`src/rtl/rxq_pkg.sv`:
```
package rxq_pkg;

  // Kind of queue update performed at one clock edge.
  typedef enum logic [2:0] {
    OP_IDLE,
    OP_PUSH,
    OP_POP,
    OP_BOTH,
    OP_OVERRUN,
    OP_HOLD
  } rxq_op_e;

  // Next slot index in a ring of 'depth' slots.
  function automatic int unsigned wrap_inc(input int unsigned p, input int unsigned depth);
    return (p + 1 == depth) ? 0 : p + 1;
  endfunction

  // Fill count after an update of the given kind.
  function automatic int unsigned occ_next(input int unsigned c, input rxq_op_e op);
    case (op)
      OP_PUSH: return c + 1;
      OP_POP:  return c - 1;
      OP_HOLD: return 0;
      default: return c;
    endcase
  endfunction

  // Threshold comparison used by the interrupt flag.
  function automatic bit at_or_above(input int unsigned c, input int unsigned lvl);
    return c >= lvl;
  endfunction

endpackage

```
`src/rtl/rxq_ctl.sv`:
```
module rxq_ctl #(
  parameter int CNT_W   = 5,
  parameter bit RUN_RST = 1'b1
) (
  input  logic             clk,
  input  logic             rst_n,
  input  logic             we,
  input  logic             wr_run,
  input  logic             wr_int_en,
  input  logic [CNT_W-1:0] wr_level,
  input  logic             wr_ovf_clr,
  input  logic             wr_int_clr,
  output logic             run_q,
  output logic             int_en_q,
  output logic [CNT_W-1:0] level_q,
  output logic             ovf_clr,
  output logic             int_clr
);

  always_ff @(posedge clk or negedge rst_n) begin
    if (!rst_n) begin
      run_q    <= RUN_RST;
      int_en_q <= 1'b0;
      level_q  <= '1;
    end else if (we) begin
      run_q    <= wr_run;
      int_en_q <= wr_int_en;
      level_q  <= wr_level;
    end
  end

  // Clear bits are not stored: they act only in the cycle of the write.
  assign ovf_clr = we & wr_ovf_clr;
  assign int_clr = we & wr_int_clr;

endmodule

```
`src/rtl/rxq_ptrs.sv`:
```
module rxq_ptrs
  import rxq_pkg::*;
#(
  parameter int DEPTH = 4,
  parameter int CNT_W = 5,
  parameter int PW    = 2
) (
  input  logic             clk,
  input  logic             rst_n,
  input  logic             run,
  input  logic             push,
  input  logic             pop,
  output logic [PW-1:0]    wr_ptr,
  output logic [PW-1:0]    rd_ptr,
  output logic [CNT_W-1:0] count,
  output logic             wr_en,
  output logic             rd_take,
  output logic             overrun
);

  localparam logic [CNT_W-1:0] FULL = CNT_W'(DEPTH);

  logic [PW-1:0]    wr_ptr_q, rd_ptr_q;
  logic [CNT_W-1:0] count_q;
  logic             pop_ok, full, rd_adv;
  rxq_op_e          op;

  function automatic logic [PW-1:0] step(input logic [PW-1:0] p);
    return PW'(wrap_inc(32'(p), DEPTH));
  endfunction

  always_comb begin
    pop_ok = pop && (count_q != '0);
    full   = (count_q == FULL);
    if (!run)                op = OP_HOLD;
    else if (push && pop_ok) op = OP_BOTH;
    else if (push)           op = full ? OP_OVERRUN : OP_PUSH;
    else if (pop_ok)         op = OP_POP;
    else                     op = OP_IDLE;
  end

  assign wr_en   = (op == OP_PUSH) || (op == OP_BOTH) || (op == OP_OVERRUN);
  assign rd_take = (op == OP_POP) || (op == OP_BOTH);
  assign rd_adv  = rd_take || (op == OP_OVERRUN);
  assign overrun = (op == OP_OVERRUN);

  always_ff @(posedge clk or negedge rst_n) begin
    if (!rst_n) begin
      wr_ptr_q <= '0;
      rd_ptr_q <= '0;
      count_q  <= '0;
    end else if (op == OP_HOLD) begin
      wr_ptr_q <= '0;
      rd_ptr_q <= '0;
      count_q  <= '0;
    end else begin
      if (wr_en)  wr_ptr_q <= step(wr_ptr_q);
      if (rd_adv) rd_ptr_q <= step(rd_ptr_q);
      count_q <= CNT_W'(occ_next(32'(count_q), op));
    end
  end

  assign wr_ptr = wr_ptr_q;
  assign rd_ptr = rd_ptr_q;
  assign count  = count_q;

  // count bounded, pointers separated by exactly the count
  a_r1_count_bound: assert property (@(posedge clk) disable iff (!rst_n)
    count_q <= FULL);
  a_r1_ptr_gap: assert property (@(posedge clk) disable iff (!rst_n)
    wr_ptr_q == PW'((32'(rd_ptr_q) + 32'(count_q)) % DEPTH));
  // a drop leaves the queue full
  a_r2_overrun_full: assert property (@(posedge clk) disable iff (!rst_n)
    overrun |=> count_q == FULL);
  // a held queue is empty at the next edge
  a_r4_hold_empty: assert property (@(posedge clk) disable iff (!rst_n)
    !run |=> (count_q == '0) && (wr_ptr_q == '0) && (rd_ptr_q == '0));
  // read and write together on a full queue keep it full
  a_r8_full_swap: assert property (@(posedge clk) disable iff (!rst_n)
    (run && push && pop && full) |=> count_q == FULL);
  // reading an empty queue changes nothing
  a_r9_empty_read: assert property (@(posedge clk) disable iff (!rst_n)
    (run && pop && !push && count_q == '0) |=> count_q == '0);

endmodule

```
`src/rtl/rxq_store.sv`:
```
module rxq_store #(
  parameter int DEPTH = 4,
  parameter int DW    = 16,
  parameter int PW    = 2
) (
  input  logic          clk,
  input  logic          rst_n,
  input  logic          wr_en,
  input  logic [PW-1:0] wr_ptr,
  input  logic [DW-1:0] wr_data,
  input  logic          rd_take,
  input  logic [PW-1:0] rd_ptr,
  output logic [DW-1:0] rd_data
);

  logic [DW-1:0] slot [DEPTH];
  logic [DW-1:0] rd_q;

  for (genvar g = 0; g < DEPTH; g++) begin : g_slot
    always_ff @(posedge clk or negedge rst_n) begin
      if (!rst_n)                              slot[g] <= '0;
      else if (wr_en && (wr_ptr == PW'(g)))    slot[g] <= wr_data;
    end
  end

  // The read register samples the slot before any write at the same edge.
  always_ff @(posedge clk or negedge rst_n) begin
    if (!rst_n)       rd_q <= '0;
    else if (rd_take) rd_q <= slot[rd_ptr];
  end

  assign rd_data = rd_q;

  // the read register moves only on an accepted read
  a_r10_read_hold: assert property (@(posedge clk) disable iff (!rst_n)
    !rd_take |=> $stable(rd_q));

endmodule

```
`src/rtl/rxq_flags.sv`:
```
module rxq_flags
  import rxq_pkg::*;
#(
  parameter int CNT_W = 5
) (
  input  logic             clk,
  input  logic             rst_n,
  input  logic [CNT_W-1:0] count,
  input  logic [CNT_W-1:0] level,
  input  logic             overrun,
  input  logic             ovf_clr,
  input  logic             int_clr,
  input  logic             int_en,
  output logic             ovf_flag,
  output logic             int_flag,
  output logic             irq
);

  logic ovf_q, int_q, hit;

  assign hit = at_or_above(32'(count), 32'(level));

  // Set wins over clear for both flags.
  always_ff @(posedge clk or negedge rst_n) begin
    if (!rst_n) begin
      ovf_q <= 1'b0;
      int_q <= 1'b0;
    end else begin
      ovf_q <= overrun ? 1'b1 : (ovf_clr ? 1'b0 : ovf_q);
      int_q <= hit     ? 1'b1 : (int_clr ? 1'b0 : int_q);
    end
  end

  assign ovf_flag = ovf_q;
  assign int_flag = int_q;
  assign irq      = int_q & int_en;

  // a drop raises the flag
  a_r2_ovf_set: assert property (@(posedge clk) disable iff (!rst_n)
    overrun |=> ovf_q);
  // sticky without a clear
  a_r3_ovf_sticky: assert property (@(posedge clk) disable iff (!rst_n)
    (ovf_q && !ovf_clr) |=> ovf_q);
  // sticky, and a clear loses to a live condition
  a_r5_int_sticky: assert property (@(posedge clk) disable iff (!rst_n)
    (int_q && !int_clr) |=> int_q);
  a_r5_set_wins: assert property (@(posedge clk) disable iff (!rst_n)
    (int_clr && count >= level) |=> int_q);

endmodule

```
`src/rtl/spi_rxq_top.sv`:
```
module spi_rxq_top #(
  parameter int DEPTH   = 4,
  parameter int DW      = 16,
  parameter int CNT_W   = 5,
  parameter bit RUN_RST = 1'b1
) (
  input  logic             clk,
  input  logic             rst_n,
  input  logic             sh_valid,
  input  logic [DW-1:0]    sh_word,
  input  logic             rd_req,
  output logic [DW-1:0]    rd_word,
  input  logic             ctl_we,
  input  logic             ctl_run,
  input  logic             ctl_int_en,
  input  logic [CNT_W-1:0] ctl_level,
  input  logic             ctl_ovf_clr,
  input  logic             ctl_int_clr,
  output logic             cfg_run,
  output logic             cfg_int_en,
  output logic [CNT_W-1:0] cfg_level,
  output logic [CNT_W-1:0] occupancy,
  output logic             ovf_flag,
  output logic             int_flag,
  output logic             irq
);

  localparam int PW = (DEPTH > 1) ? $clog2(DEPTH) : 1;

  // Internal events, named for the assertions
  logic          ev_ovf_clr, ev_int_clr, ev_overrun, ev_write, ev_read;
  logic [PW-1:0] wr_ptr, rd_ptr;

  rxq_ctl #(.CNT_W(CNT_W), .RUN_RST(RUN_RST)) u_ctl (
    .clk(clk), .rst_n(rst_n), .we(ctl_we),
    .wr_run(ctl_run), .wr_int_en(ctl_int_en), .wr_level(ctl_level),
    .wr_ovf_clr(ctl_ovf_clr), .wr_int_clr(ctl_int_clr),
    .run_q(cfg_run), .int_en_q(cfg_int_en), .level_q(cfg_level),
    .ovf_clr(ev_ovf_clr), .int_clr(ev_int_clr)
  );

  rxq_ptrs #(.DEPTH(DEPTH), .CNT_W(CNT_W), .PW(PW)) u_ptrs (
    .clk(clk), .rst_n(rst_n), .run(cfg_run), .push(sh_valid), .pop(rd_req),
    .wr_ptr(wr_ptr), .rd_ptr(rd_ptr), .count(occupancy),
    .wr_en(ev_write), .rd_take(ev_read), .overrun(ev_overrun)
  );

  rxq_store #(.DEPTH(DEPTH), .DW(DW), .PW(PW)) u_store (
    .clk(clk), .rst_n(rst_n), .wr_en(ev_write), .wr_ptr(wr_ptr),
    .wr_data(sh_word), .rd_take(ev_read), .rd_ptr(rd_ptr), .rd_data(rd_word)
  );

  rxq_flags #(.CNT_W(CNT_W)) u_flags (
    .clk(clk), .rst_n(rst_n), .count(occupancy), .level(cfg_level),
    .overrun(ev_overrun), .ovf_clr(ev_ovf_clr), .int_clr(ev_int_clr),
    .int_en(cfg_int_en), .ovf_flag(ovf_flag), .int_flag(int_flag), .irq(irq)
  );

  // a request never leaves without the enable
  a_r6_irq_masked: assert property (@(posedge clk) disable iff (!rst_n)
    (!cfg_int_en && $stable(cfg_int_en)) |-> !irq);
  // a full read-and-write is never a drop
  a_r8_no_drop: assert property (@(posedge clk) disable iff (!rst_n)
    ev_read |-> !ev_overrun);

endmodule

```
`config.mk`:
```
export PLATFORM = sky130hd
export DESIGN_NAME = spi_rxq_top
export DESIGN_NICKNAME = d
export VERILOG_FILES = /design/src/rtl/rxq_pkg.sv /design/src/rtl/rxq_ctl.sv /design/src/rtl/rxq_ptrs.sv /design/src/rtl/rxq_store.sv /design/src/rtl/rxq_flags.sv /design/src/rtl/spi_rxq_top.sv
export SDC_FILE = /design/constraint.sdc
export NUM_CORES = 1
export LEC_CHECK = 0
export BUFFER_PORTS_ARGS = -buffer_cell sky130_fd_sc_hd__buf_4
export CAP_MARGIN = 10
export CELL_PAD_IN_SITES_DETAIL_PLACEMENT = 1
export CELL_PAD_IN_SITES_GLOBAL_PLACEMENT = 2
export CORE_ASPECT_RATIO = 1.4
export CORE_MARGIN = 2
export CORE_UTILIZATION = 35
export CTS_CLUSTER_SIZE = 20
export DETAILED_ROUTE_END_ITERATION = 10
export GPL_ROUTABILITY_DRIVEN = 0
export PLACE_DENSITY_LB_ADDON = 0.1
export RECOVER_POWER = 25
export SYNTH_ARGS = -nofsm -noshare
export SYNTH_HDL_FRONTEND = slang
export SYNTH_HIERARCHICAL = 1
export SYNTH_SLANG_ARGS = --single-unit
export TNS_END_PERCENT = 1
```
`constraint.sdc`:
```
create_clock -name clk -period 3 [get_ports clk]
set_input_delay 0.15 -clock clk [delete_from_list [all_inputs] [get_ports clk]]
set_output_delay 0.15 -clock clk [all_outputs]
set_load 0.02 [all_outputs]
```
==> reports/results.ini <==
[detailed_routing]
drc_errors = 0
via_per_inst = 5.13
dr.pass1.iters = 4
ant_nets = 0
vias = 2867
dr.first_iter.drc_count = 69
routed_wirelength_um = 10200
avgRoutedWirePerCell_um = 18.3

[grt]
grtUsageMet3_pct = 2.87
grt_overflow_total = 0
grt_use_total_pct = 15.9
antenna_found_initial = 0
grt_pass1_wl_um = 16800
grt_util_met1_pct = 19.4
grt_max_degree = 78
busiest_layer = met2
use_met2_pct = 27.4
first_global_vias = 3198

[critical_path]
timing.rr.end = u_ptrs/count[4]
cp_slowest_stage_delay_ns = 0.64
r2r-start = u_ptrs/count[1]
cp.required_ns = 3.27
crit_type = reg2reg
cpMaxStageDelayCell = or4_1
cp_cell_sequence = or4_1 > o2111ai_1 > inv_1 > ha_1 > nand2b_1 > a21oi_1 > xor2_1 > or3_1 > a21oi_1
r2r_setup_slack_ns = 0.32
cp.depth = 9
startpoint_type = flip-flop
critPathMostFrequentCell = a21oi_1
cp-startpoint = u_ptrs/count[1]
endpoint_kind = flip-flop
cp_max_fo = 5
crit_end = u_ptrs/count[4]
path_buf_inv = 1
arrival_ns = 2.95
critPathTopFamily = simple AND/OR/NAND/NOR gates
rr_worst_depth = 9

[floorplanning]
core_area_um2 = 12800
fp.dieH_um = 139
start_util_pct = 35.6
num_rows = 49
die_w_um = 100
dieArea_um2 = 13900
pin_count = 61

[synth]
synth_common_cells = dfrtp_1, mux2_2, mux2i_1
ys_warn_count = 6
synth.area.top_cells = dfrtp_1, mux2_2, mux2i_1, dfstp_2, o221ai_1
synth_top_area_share_pct = 50.8
syn_avg_cell_area_um2 = 13.7
synth.most_common_cell = dfrtp_1
synthCells = 330
yosysSeqAreaShare_pct = 54.2
synth-main-ff-cell = dfrtp_1
synth_fp_nets = 371
ys_types = 40
synth_area_leader_cell = dfrtp_1
ys_ff_latch = 98
synth_edf_count = 0
syn_area_um2 = 4540
async_flop_share_pct = 100

[finish]
areaGrowthSynthToFinish_pct = 21.7
drive_above_1_share_pct = 43.1
final_cell_area_um2 = 5520
post-route-util_pct = 43.3
stdcell_count = 559
nets = 442
n_antenna_cell = 0
nFillCells = 1350

[sta]
min_period_ns = 2.68
worst_slack_ns = 0.319
setup_tns_ns = 0
hold_viol = 0
max_slew_margin_pct = -28.5
fin_skew_ns = 0.00659
rsz0062_at_grt = no
max_freq_ghz = 0.373
fin_crit_sh_pct = 89.4
worst_pin_slew_ns = 1.93
final_max_slew_viol_count = 78
setup_viol = 0

[job]
cap_viol_max_count = 1

[run_status]
outcome = finished, violations left
violations = capacitance limit, slew limit

[power_and_ir_drop]
power_per_cell_area_nw_per_um2 = 892
peakVddDrop_mv = 0.318
p_leak_nw = 2.62

[clock_tree]
ctsHtreeMaxLevel = 3
clk_pin_slew_ns = 0.07
post_cts_resized = 0
clockRootBuffer = clkbuf_16
cts.sinks = 98
clkLatencyLatePin_ns = 0.35
cts_made_buffers = 9
cts_tree = done
ctsHoldBuffers = 0
post_cts_buffers = 0
cts_max_path_buffers = 2

[min_path]
hp-class = in2reg

[placement]
io_buffers = 60
post-place-ws_ns = 0.312
dpl.hpwl_um = 6960
dpl_cell_area_um2 = 5190
dp_cells = 543

## stage by stage
stage,total power (W),hold slack (ns)
5_1_grt,0.00525,0.0202
6_report,0.00493,0.0344
3_5_place_dp,0.00372,0.385
4_1_cts,0.00502,0.0162
2_1_floorplan,0.00315,-0.146
3_3_place_gp,0.00367,0.378
## cells by family after synthesis
group | share of synthesized area, %
AND/OR/NAND/NOR | 6.79
AO/OA/AOI/OAI | 5.32
XOR/XNOR | 0.773
multiplexers | 26.6
buffers and inverters | 3.03
adder cells (fa/ha/maj) | 3.20
flip-flops | 54.2
## report_power, final
| part | switching, W | internal, W | total (W) |
|---|---|---|---|
| Sequential | 0.000324 | 0.00177 | 0.00209 |
| Clock | 0.000509 | 0.000755 | 0.00126 |
| Combinational | 0.000731 | 0.000842 | 0.00157 |
| Total | 0.00156 | 0.00336 | 0.00493 |
## routing by layer
metal,up-vias,routed length [um]
met3,8,334
met1,1473,4470
met2,52,5260
li1,1334,-
met5,-,0
met4,0,150
## sequential cells by signal, summed over array words and instances, names as in the netlist
register	count
u_flags/int_flag	1
u_store/rd_data	16
u_ctl/level_q	5
u_ctl/run_q	1
u_ctl/int_en_q	1
u_ptrs/wr_ptr	2
u_flags/ovf_flag	1
u_store/slot	64
u_ptrs/rd_ptr	2
u_ptrs/count	5
## final cells by class
cell class,count,area [um2],area share (%)
flip-flops and latches,98,2460,44.6
multi-input cells,205,1940,35.1
repair buffers,74,553,10.0
clock buffers,10,239,4.33
well taps,153,191,3.47
clock inverters,6,88.8,1.61
inverters,13,48.8,0.884
## worst min-delay path by stage
stage / end / slack (ns) / from / cells past startpoint
2_1_floorplan: u_ctl/int_en_q / -0.15 / rst_n / 0
6_report: u_ctl/int_en_q / 0.03 / ctl_int_en / 2
3_3_place_gp: u_store/slot[22] / 0.38 / rst_n / 1
3_5_place_dp: u_ctl/int_en_q / 0.38 / ctl_int_en / 2
5_1_grt: u_ctl/int_en_q / 0.02 / ctl_int_en / 2
4_1_cts: u_store/slot[29] / 0.02 / rst_n / 1
## layout by cell type (no fill, tap or decap), types with 2 or more instances in the layout
cell / count
o21ai_0: 2
dfstp_2: 2
dfrtp_1: 91
a21o_1: 2
nor2_1: 12
buf_4: 73
nand3_1: 2
mux2_2: 66
clkinvlp_4: 2
mux2i_1: 36
clkbuf_16: 9
nand2b_1: 18
mux2_4: 7
and2_2: 2
xnor2_1: 2
o221ai_1: 16
dfstp_1: 4
ha_1: 10
nand3b_2: 2
a21oi_1: 5
bufinv_16: 2
xor2_1: 2
nor3_1: 2
nand2_1: 5
inv_1: 12
Note: power is estimated with default switching activity, not from simulation.
